<file path="src/rtl/vpd_pkg.sv">
package vpd_pkg;
   // Source chosen by the selection stage for one pixel
   typedef enum logic [1:0] {
      SRC_BLACK  = 2'd0,
      SRC_LIVE   = 2'd1,
      SRC_COLOUR = 2'd2
   } vpd_src_e;
endpackage

</file>
<file path="src/rtl/vpd_hatch_gen.sv">
module vpd_hatch_gen #(
   parameter int CNT_W = 12,
   parameter int PITCH = 64
) (
   input  logic clk,
   input  logic rst_n,
   input  logic act_i,
   input  logic frame_i,
   output logic on_line_o
);
   localparam logic [CNT_W-1:0] MASK = CNT_W'(PITCH - 1);

   if ((PITCH & (PITCH - 1)) != 0 || PITCH < 2) begin : g_bad_pitch
      $error("vpd_hatch_gen: PITCH must be a power of two >= 2");
   end
   if (PITCH > (1 << (CNT_W - 1))) begin : g_bad_cnt
      $error("vpd_hatch_gen: CNT_W too small for PITCH");
   end

   logic [CNT_W-1:0] px_q, ln_q;
   logic             act_q;

   always_ff @(posedge clk) begin
      if (!rst_n) begin
         px_q  <= '0;
         ln_q  <= '0;
         act_q <= 1'b0;
      end else begin
         act_q <= act_i;
         px_q  <= act_i ? px_q + 1'b1 : '0;
         if (frame_i)
            ln_q <= '0;
         else if (act_q && !act_i)
            ln_q <= ln_q + 1'b1;
      end
   end

   assign on_line_o = act_i && (((px_q & MASK) == '0) || ((ln_q & MASK) == '0));
endmodule

</file>
<file path="src/rtl/vpd_src_sel.sv">
module vpd_src_sel
   import vpd_pkg::*;
#(
   parameter int DATA_W = 10,
   parameter int COL_W  = 8
) (
   input  logic              clk,
   input  logic              rst_n,
   input  logic              pix_en_i,
   input  logic              pat_en_i,
   input  logic              pat_field_i,
   input  logic              act_i,
   input  logic              on_line_i,
   input  logic [DATA_W-1:0] y_i,
   input  logic [DATA_W-1:0] cr_i,
   input  logic [DATA_W-1:0] cb_i,
   input  logic [COL_W-1:0]  col_y_i,
   input  logic [COL_W-1:0]  col_cr_i,
   input  logic [COL_W-1:0]  col_cb_i,
   output logic [DATA_W-1:0]   y_q_o,
   output logic [2*DATA_W-1:0] c_q_o
);
   localparam int PAD = DATA_W - COL_W;
   localparam logic [DATA_W-1:0] BLK_Y = DATA_W'(16 << (DATA_W - 8));
   localparam logic [DATA_W-1:0] BLK_C = DATA_W'(128 << (DATA_W - 8));

   if (DATA_W < 8 || COL_W > DATA_W) begin : g_bad_w
      $error("vpd_src_sel: need DATA_W >= 8 and COL_W <= DATA_W");
   end

   logic [DATA_W-1:0] wy, wcr, wcb;

   if (PAD == 0) begin : g_col_direct
      assign wy  = col_y_i;
      assign wcr = col_cr_i;
      assign wcb = col_cb_i;
   end else begin : g_col_pad
      assign wy  = {col_y_i,  {PAD{1'b0}}};
      assign wcr = {col_cr_i, {PAD{1'b0}}};
      assign wcb = {col_cb_i, {PAD{1'b0}}};
   end

   vpd_src_e src;
   always_comb begin
      if (!pix_en_i)                      src = SRC_BLACK;
      else if (!pat_en_i)                 src = SRC_LIVE;
      else if (!act_i)                    src = SRC_BLACK;
      else if (pat_field_i || on_line_i)  src = SRC_COLOUR;
      else                                src = SRC_BLACK;
   end

   always_ff @(posedge clk) begin
      if (!rst_n) begin
         y_q_o <= '0;
         c_q_o <= '0;
      end else begin
         unique case (src)
            SRC_LIVE: begin
               y_q_o <= y_i;
               c_q_o <= {cr_i, cb_i};
            end
            SRC_COLOUR: begin
               y_q_o <= wy;
               c_q_o <= {wcr, wcb};
            end
            default: begin
               y_q_o <= BLK_Y;
               c_q_o <= {BLK_C, BLK_C};
            end
         endcase
      end
   end
endmodule

</file>
<file path="src/rtl/vpd_tap_line.sv">
module vpd_tap_line #(
   parameter int W       = 10,
   parameter int DLY_W   = 3,
   parameter int MAX_DLY = 4
) (
   input  logic             clk,
   input  logic             rst_n,
   input  logic [W-1:0]     d_i,
   input  logic [DLY_W-1:0] code_i,
   output logic [W-1:0]     q_o
);
   localparam logic [DLY_W-1:0] LIM = DLY_W'(MAX_DLY);

   if (MAX_DLY < 1 || MAX_DLY >= (1 << DLY_W)) begin : g_bad_dly
      $error("vpd_tap_line: MAX_DLY must be 1 .. 2**DLY_W-1");
   end

   logic [W-1:0]     stg [1:MAX_DLY];
   logic [DLY_W-1:0] sel;

   always_ff @(posedge clk) begin
      if (!rst_n) begin
         for (int k = 1; k <= MAX_DLY; k++) stg[k] <= '0;
      end else begin
         stg[1] <= d_i;
         for (int k = 2; k <= MAX_DLY; k++) stg[k] <= stg[k-1];
      end
   end

   assign sel = (code_i > LIM) ? LIM : code_i;

   always_comb begin
      if (sel == '0) q_o = d_i;
      else           q_o = stg[sel];
   end
endmodule

</file>
<file path="src/rtl/vid_pattern_delay.sv">
module vid_pattern_delay #(
   parameter int DATA_W  = 10,
   parameter int COL_W   = 8,
   parameter int DLY_W   = 3,
   parameter int MAX_DLY = 4,
   parameter int PITCH   = 64,
   parameter int CNT_W   = 12
) (
   input  logic              clk,
   input  logic              rst_n,
   input  logic              hsync_i,
   input  logic              act_i,
   input  logic              frame_i,
   input  logic [DATA_W-1:0] y_i,
   input  logic [DATA_W-1:0] cr_i,
   input  logic [DATA_W-1:0] cb_i,
   input  logic              pix_en_i,
   input  logic              pat_en_i,
   input  logic              pat_field_i,
   input  logic [COL_W-1:0]  col_y_i,
   input  logic [COL_W-1:0]  col_cr_i,
   input  logic [COL_W-1:0]  col_cb_i,
   input  logic [DLY_W-1:0]  dly_y_i,
   input  logic [DLY_W-1:0]  dly_c_i,
   output logic [DATA_W-1:0] y_o,
   output logic [DATA_W-1:0] cr_o,
   output logic [DATA_W-1:0] cb_o,
   output logic              hsync_o
);
   localparam int CW = 2 * DATA_W;

   logic              on_line;
   logic [DATA_W-1:0] y_sel;
   logic [CW-1:0]     c_sel, c_out;
   logic              hs_q;

   vpd_hatch_gen #(.CNT_W(CNT_W), .PITCH(PITCH)) u_hatch (
      .clk(clk), .rst_n(rst_n), .act_i(act_i), .frame_i(frame_i),
      .on_line_o(on_line)
   );

   vpd_src_sel #(.DATA_W(DATA_W), .COL_W(COL_W)) u_sel (
      .clk(clk), .rst_n(rst_n),
      .pix_en_i(pix_en_i), .pat_en_i(pat_en_i), .pat_field_i(pat_field_i),
      .act_i(act_i), .on_line_i(on_line),
      .y_i(y_i), .cr_i(cr_i), .cb_i(cb_i),
      .col_y_i(col_y_i), .col_cr_i(col_cr_i), .col_cb_i(col_cb_i),
      .y_q_o(y_sel), .c_q_o(c_sel)
   );

   // Sync reference shares the single selection register stage
   always_ff @(posedge clk) begin
      if (!rst_n) hs_q <= 1'b0;
      else        hs_q <= hsync_i;
   end

   vpd_tap_line #(.W(DATA_W), .DLY_W(DLY_W), .MAX_DLY(MAX_DLY)) u_dly_y (
      .clk(clk), .rst_n(rst_n), .d_i(y_sel), .code_i(dly_y_i), .q_o(y_o)
   );

   vpd_tap_line #(.W(CW), .DLY_W(DLY_W), .MAX_DLY(MAX_DLY)) u_dly_c (
      .clk(clk), .rst_n(rst_n), .d_i(c_sel), .code_i(dly_c_i), .q_o(c_out)
   );

   assign cr_o    = c_out[CW-1:DATA_W];
   assign cb_o    = c_out[DATA_W-1:0];
   assign hsync_o = hs_q;
endmodule

</file>
<file path="config.mk">
export PLATFORM = sky130hd
export DESIGN_NAME = vid_pattern_delay
export DESIGN_NICKNAME = d
export VERILOG_FILES = /design/src/rtl/vpd_pkg.sv /design/src/rtl/vpd_hatch_gen.sv /design/src/rtl/vpd_src_sel.sv /design/src/rtl/vpd_tap_line.sv /design/src/rtl/vid_pattern_delay.sv
export SDC_FILE = /design/constraint.sdc
export NUM_CORES = 1
export LEC_CHECK = 0
export BUFFER_PORTS_ARGS = -buffer_cell sky130_fd_sc_hd__buf_4
export CAP_MARGIN = 20
export CORE_MARGIN = 1
export CORE_UTILIZATION = 55
export DETAILED_ROUTE_END_ITERATION = 16
export PLACE_DENSITY_LB_ADDON = 0.2
export SETUP_SLACK_MARGIN = 0.3
export SLEW_MARGIN = 20
export SYNTH_ARGS = -nofsm -noshare
export SYNTH_HDL_FRONTEND = slang
export SYNTH_SLANG_ARGS = --single-unit
</file>
<file path="constraint.sdc">
create_clock -name clk -period 1.9 [get_ports clk]
set_input_delay 0.38 -clock clk [delete_from_list [all_inputs] [get_ports clk]]
set_output_delay 0.38 -clock clk [all_outputs]
set_load 0.01 [all_outputs]
</file>
Yosys cells after proc, flatten, opt, wreduce, memory -nomap -nowiden
Memories as Yosys holds them, arrays and structs flattened.
Cells that the tools add are included.
{ "totals": {"output_inout_bits": 31, "input_bits": 68, "elab_cells": 54, "reg_bits": 56, "latchBits": 0, "memories": 2, "mem_bits_rw": 120, "rom_bits": 0} }
{ "mem_list": {"columns": ["name", "words", "width", "rd", "rd_ports_with_merged_regs", "wr", "line", "source"], "rows": [
  ["u_dly_c.stg", 4, 20, 4, 0, 4, "vpd_tap_line.sv:18", "logic [W-1:0] stg [1:MAX_DLY];"],
  ["u_dly_y.stg", 4, 10, 4, 0, 4, "vpd_tap_line.sv:18", null]
]} }
{ "classes": {"shifts": 0, "bitwise_logic": 9, "reduce_logical": 11, "order_cmp": 2, "addsub": 2, "mux": 20, "n_eq_ne": 2, "mul": 0, "div": 0} }
{ "ops": {"columns": ["op", "n"], "rows": [
  ["$mux W20", 5],
  ["$mux W10", 5],
  ["$pmux W20 S2", 1],
  ["$add A12 B1 Y12 const B", 2],
  ["$logic_not A12 Y1", 2],
  ["$pmux W10 S2", 1],
  ["$mux W2", 4],
  ["$or A1 B1 Y1", 8],
  ["$gt A3 B3 Y1 const B", 2],
  ["$logic_not A3 Y1", 2],
  ["$mux W3", 2],
  ["$eq A2 B1 Y1 const B", 1],
  ["$eq A2 B2 Y1 const B", 1],
  ["$logic_and A1 B1 Y1", 2],
  ["$logic_or A1 B1 Y1", 2],
  ["$mux W1", 2],
  ["$reduce_and A2 Y1", 1],
  ["$reduce_or A2 Y1", 1],
  ["$logic_not A1 Y1", 1],
  ["$not A1 Y1", 1]
]} }

Longest topological paths before layout
{ "depth": {"ltp_word": 10, "depth_mapped": 6, "depth_no_buf": 5} }

Hierarchy
A second synthesis with hierarchy kept.
{ "hier_totals": {"hier_cells": 568, "hier_area_um2": 6082.1} }
{ "modules_own_cells": {"columns": ["module", "instances", "area_each_um2", "seq_area_each_um2", "cells_each"], "rows": [
  ["vpd_tap_line at u_dly_c", 1, 2975.4, 1601.5, 284],
  ["vpd_tap_line at u_dly_y", 1, 1521.5, 800.8, 145],
  ["vpd_src_sel", 1, 980.9, 600.6, 72],
  ["vpd_hatch_gen", 1, 578.1, 260.2, 65],
  ["vid_pattern_delay", 1, 26.3, 20.0, 2]
]} }

Worst setup path after synthesis
No wires, ideal clock.
{ "synth_path": {"path_type": "input to output", "start": "input dly_c_i[0]", "end": "output cb_o[0]", "path_slack_ns": 0.371, "t_required_ns": 1.520, "t_arrival_ns": 1.149, "path_stages": 4, "n_path_buf": 1, "path_cell_list": "or3_1 > clkbuf_1 > o22ai_1 > a21oi_1"} }
{ "synth_between": {"elab_chain_len": 4, "elab_cells_between_ends": 5, "classes_between": "1 x order compare; 2 x mux; 1 x reduce/logical; 1 x memory"} }
{ "synth_rtl": {"columns": ["item", "line", "source"], "rows": [
  ["from (decl)", "vid_pattern_delay.sv:24", "input logic [DLY_W-1:0] dly_c_i,"],
  ["$gt A3 B3 Y1", "vpd_tap_line.sv:30", "assign sel = (code_i > LIM) ? LIM : code_i;"],
  ["$mux W3 *", "vpd_tap_line.sv:30", null],
  ["$mem_v2 Z4 W20 / $logic_not A3 Y1 (equally long branches)", null, null],
  ["$mux W20 *", "vpd_tap_line.sv:33", "if (sel == '0) q_o = d_i;"],
  ["to (decl)", "vid_pattern_delay.sv:27", "output logic [DATA_W-1:0] cb_o,"]
]} }
Every way passes the cells marked *; elsewhere a longest branch is shown, timed or not.

Final worst setup path
{ "layout_path": {"start": "input dly_c_i[1]", "end": "output cr_o[9]"} }
{ "layout_between": {"elab_chain_len": 4, "elab_cells_between_ends": 5, "classes_between": "1 x order compare; 2 x mux; 1 x reduce/logical; 1 x memory"} }
{ "layout_rtl": {"columns": ["item", "line", "source"], "rows": [
  ["$gt A3 B3 Y1", "vpd_tap_line.sv:30", null],
  ["$mux W3 *", "vpd_tap_line.sv:30", null],
  ["$mem_v2 Z4 W20 / $logic_not A3 Y1 (equally long branches)", null, null],
  ["$mux W20 *", "vpd_tap_line.sv:33", null],
  ["to (decl)", "vid_pattern_delay.sv:26", "output logic [DATA_W-1:0] cr_o,"]
]} }
Marks and branches as above.

==> metrics.yaml <==
status: "complete, no violations"
dp_slack_ns: 0.0593
setup_slack_ns: 0.107
cp_max_fo: 20
placed_cells: 789
cpPeakStageDelay_ns: 0.38
synth_top_area_share_pct: 56.7
met1_usage_pct: 28.8
cp_common_cell: "buf_4"
fmax_mhz: 558
cp.required_ns: 1.52
worst_pin_slew_ns: 0.628
synthesis.area_mm2: 0.00579
yosysWarnings: 0
dieArea_mm2: 0.0109
setup_viol: 0
cpMaxStageDelayCell: "or3_4"
finalSetupTns_ns: 0
p_leak_nw: 3.30
gp_congestion: 0.747
via_count: 4211
first_global_vias: 4176
crit_type: "input port to output pin"
cts_tree: "built"
final-seq-area_mm2: 0.00331
avgSynthCellArea_um2: 10.2
relSlewSlack_pct: 58.1
antenna_left: 0
ir_worst_vdd_mv: 0.708
r2r_setup_slack_ns: 0.38
grt_max_degree: 87
clock_sinks: 164
num-nets-final: 745
routed_wl_mm: 11.9
grt_pass1_wl_mm: 19.8
rsz0062_at_grt: "yes"
core_mm2: 0.0103
hold_buffers: 0
io_pins: 99
drt_iter0_drc: 161
ys_seq_area_share_pct: 56.7
cts_root_buffer: "clkbuf_8"
syn-num-nets: 641
clock-skew-final_ns: 0.00622
grt_usage_pct: 23.1
ys.flop_type: "dfxtp_1"
viasPerCell: 5.12
worstPathCellList: "buf_4, or3_4, buf_12, o22ai_1, a21oi_1, buf_4"
multi_input_area_mm2: 0.00243
synth_seq_cells: 164
fin_crit_sh_pct: 94.4
start_util_pct: 56.3
synthArstFlopShare_pct: 0
whs_ns: 0.0624
start_kind: "input port"
hpwl_mm: 7.78
p_per_area_mw_per_mm2: 952
area_growth_pct: 28.4
instances_no_fill: 822
grt-busiest-layer: "met2"
dpl-instance-area_mm2: 0.00675
antenna_found_initial: 0
synth_cell_types: 30
dr.pass1.iters: 4
finalHoldViolations: 0
numCtsBuffers: 17
rows: 37
yosys.area.top_type: "dfxtp_1"
crit_arrival_ns: 1.41
grt_util_met3_pct: 6.30
maxCapViolCount: 0
htree_levels: 4
synth_edf_count: 0
hold_path.class: "input port to flip-flop"
design_area_mm2: 0.00743
cts_buffer_depth: 2
min_period_ns: 1.79
die_h_um: 105
clock_latency_ns: 0.52
report.final.slew_viol_count: 0
drc: 0
port_buffers: 98
grtUsageMet2_pct: 38.3
avgRoutedWirePerCell_um: 14.5
synth_area_leaders: "dfxtp_1, and2_1, mux2i_1"
n_fill_cell: 748
timing.critical_path.to_type: "output pin"
gr-total-overflow: 0
antenna_cells: 0
die_w_um: 105
path_clk_slew_ns: 0.06
drive_gt1_share_pct: 33.1
synth_cells: 569
-- report_power, final --
part | leakage, nW | switching (mW) | internal [mW]
clock network | 0.254 | 1.27 | 1.66
logic | 1.70 | 0.280 | 0.321
registers | 1.34 | 0.0367 | 3.51
-- worst paths after layout --
check / startpoint / to / cells after the start
setup reg to reg: u_hatch.px_q[3] / u_sel.c_q_o[19] / 4
hold / removal: y_i[0] / u_sel.y_q_o[0] / 2
setup / recovery: dly_c_i[1] / cr_o[9] / 6
hold reg to reg: u_dly_y.stg[3][6] / u_dly_y.stg[4][6] / 1
-- cell usage in the layout, fill, tap and decap left out, types with 4 or more instances in the layout --
master,instances
buf_6,4
a21oi_2,6
buf_4,116
o21ai_0,14
o21ai_2,5
nand2_1,34
dfxtp_2,25
nor2b_1,4
o21ai_1,12
o22ai_2,10
and2_1,127
a22o_2,20
ha_1,4
clkbuf_16,16
mux2i_1,30
a21oi_1,27
inv_1,8
dfxtp_1,139
nor2_1,12
xor2_1,6
clkinv_2,7
o22ai_1,20
-- state kept, by name (all words and copies together) (netlist names) --
name / count
u_sel.c_q_o: 20
hsync_o: 1
u_dly_y.stg: 40
u_hatch.act_q: 1
u_dly_c.stg: 80
u_hatch.ln_q: 6
u_hatch.px_q: 6
u_sel.y_q_o: 10
-- critical path: cells and delay by family --
kind	cells	cell delay [ns]
buffers and inverters	3	0.44
and+or+nand+nor	1	0.38
AOI/OAI and AO/OA	2	0.20
-- final cells by class --
cell class / instances / area share (%)
clock buffers: 22 / 6.10
clock inverters: 10 / 0.792
inverters: 8 / 0.404
multi-input cells: 359 / 32.7
flip-flops and latches: 164 / 44.6
well taps: 136 / 2.29
repair buffers: 123 / 13.1
-- cell usage after synthesis (3+ instances only) --
cell / n
and2_1: 127
xnor2_1: 3
a221o_2: 3
ha_1: 4
a22o_2: 20
inv_1: 8
o21a_1: 3
o22ai_1: 30
dfxtp_1: 164
nand2_1: 34
nor2_1: 12
and3_1: 3
nand2b_1: 3
buf_2: 4
xor2_1: 6
nor2b_1: 4
mux2i_1: 30
clkbuf_1: 30
nand3_1: 3
o21ai_0: 31
a21oi_1: 32
-- through the flow --
step | utilization, % | power (mW)
detailed placement | 65.7 | 4.19
global placement | 65.7 | 4.18
global route | 72.3 | 7.36
CTS | 71.7 | 7.12
finish | 72.3 | 7.07
floorplan | - | 3.90
-- routing by layer --
layer	wire [µm]	vias to the layer above
met5	0	-
met4	106	0
met3	483	11
met2	5860	78
met1	5450	1995
li1	-	2127
-- repair_timing --
action / in CTS / in global routing
pin swaps: 28 / 10
gates resized for setup: 50 / 19
endpoints found under the hold margin: 0 / 0
endpoints found under the setup margin: 33 / 54
buffers inserted: 0 / 1
-- cells by family after synthesis --
| group | count (synthesis) | synth area share, % |
|---|---|---|
| AO/OA/AOI/OAI | 121 | 13.4 |
| XOR/XNOR | 9 | 1.36 |
| adder cells (fa/ha/maj) | 4 | 0.865 |
| buffers and inverters | 46 | 3.33 |
| flip-flops | 164 | 56.7 |
| multiplexers | 30 | 5.19 |
| AND/OR/NAND/NOR | 195 | 19.1 |
Power figures use the tool's default switching activity.
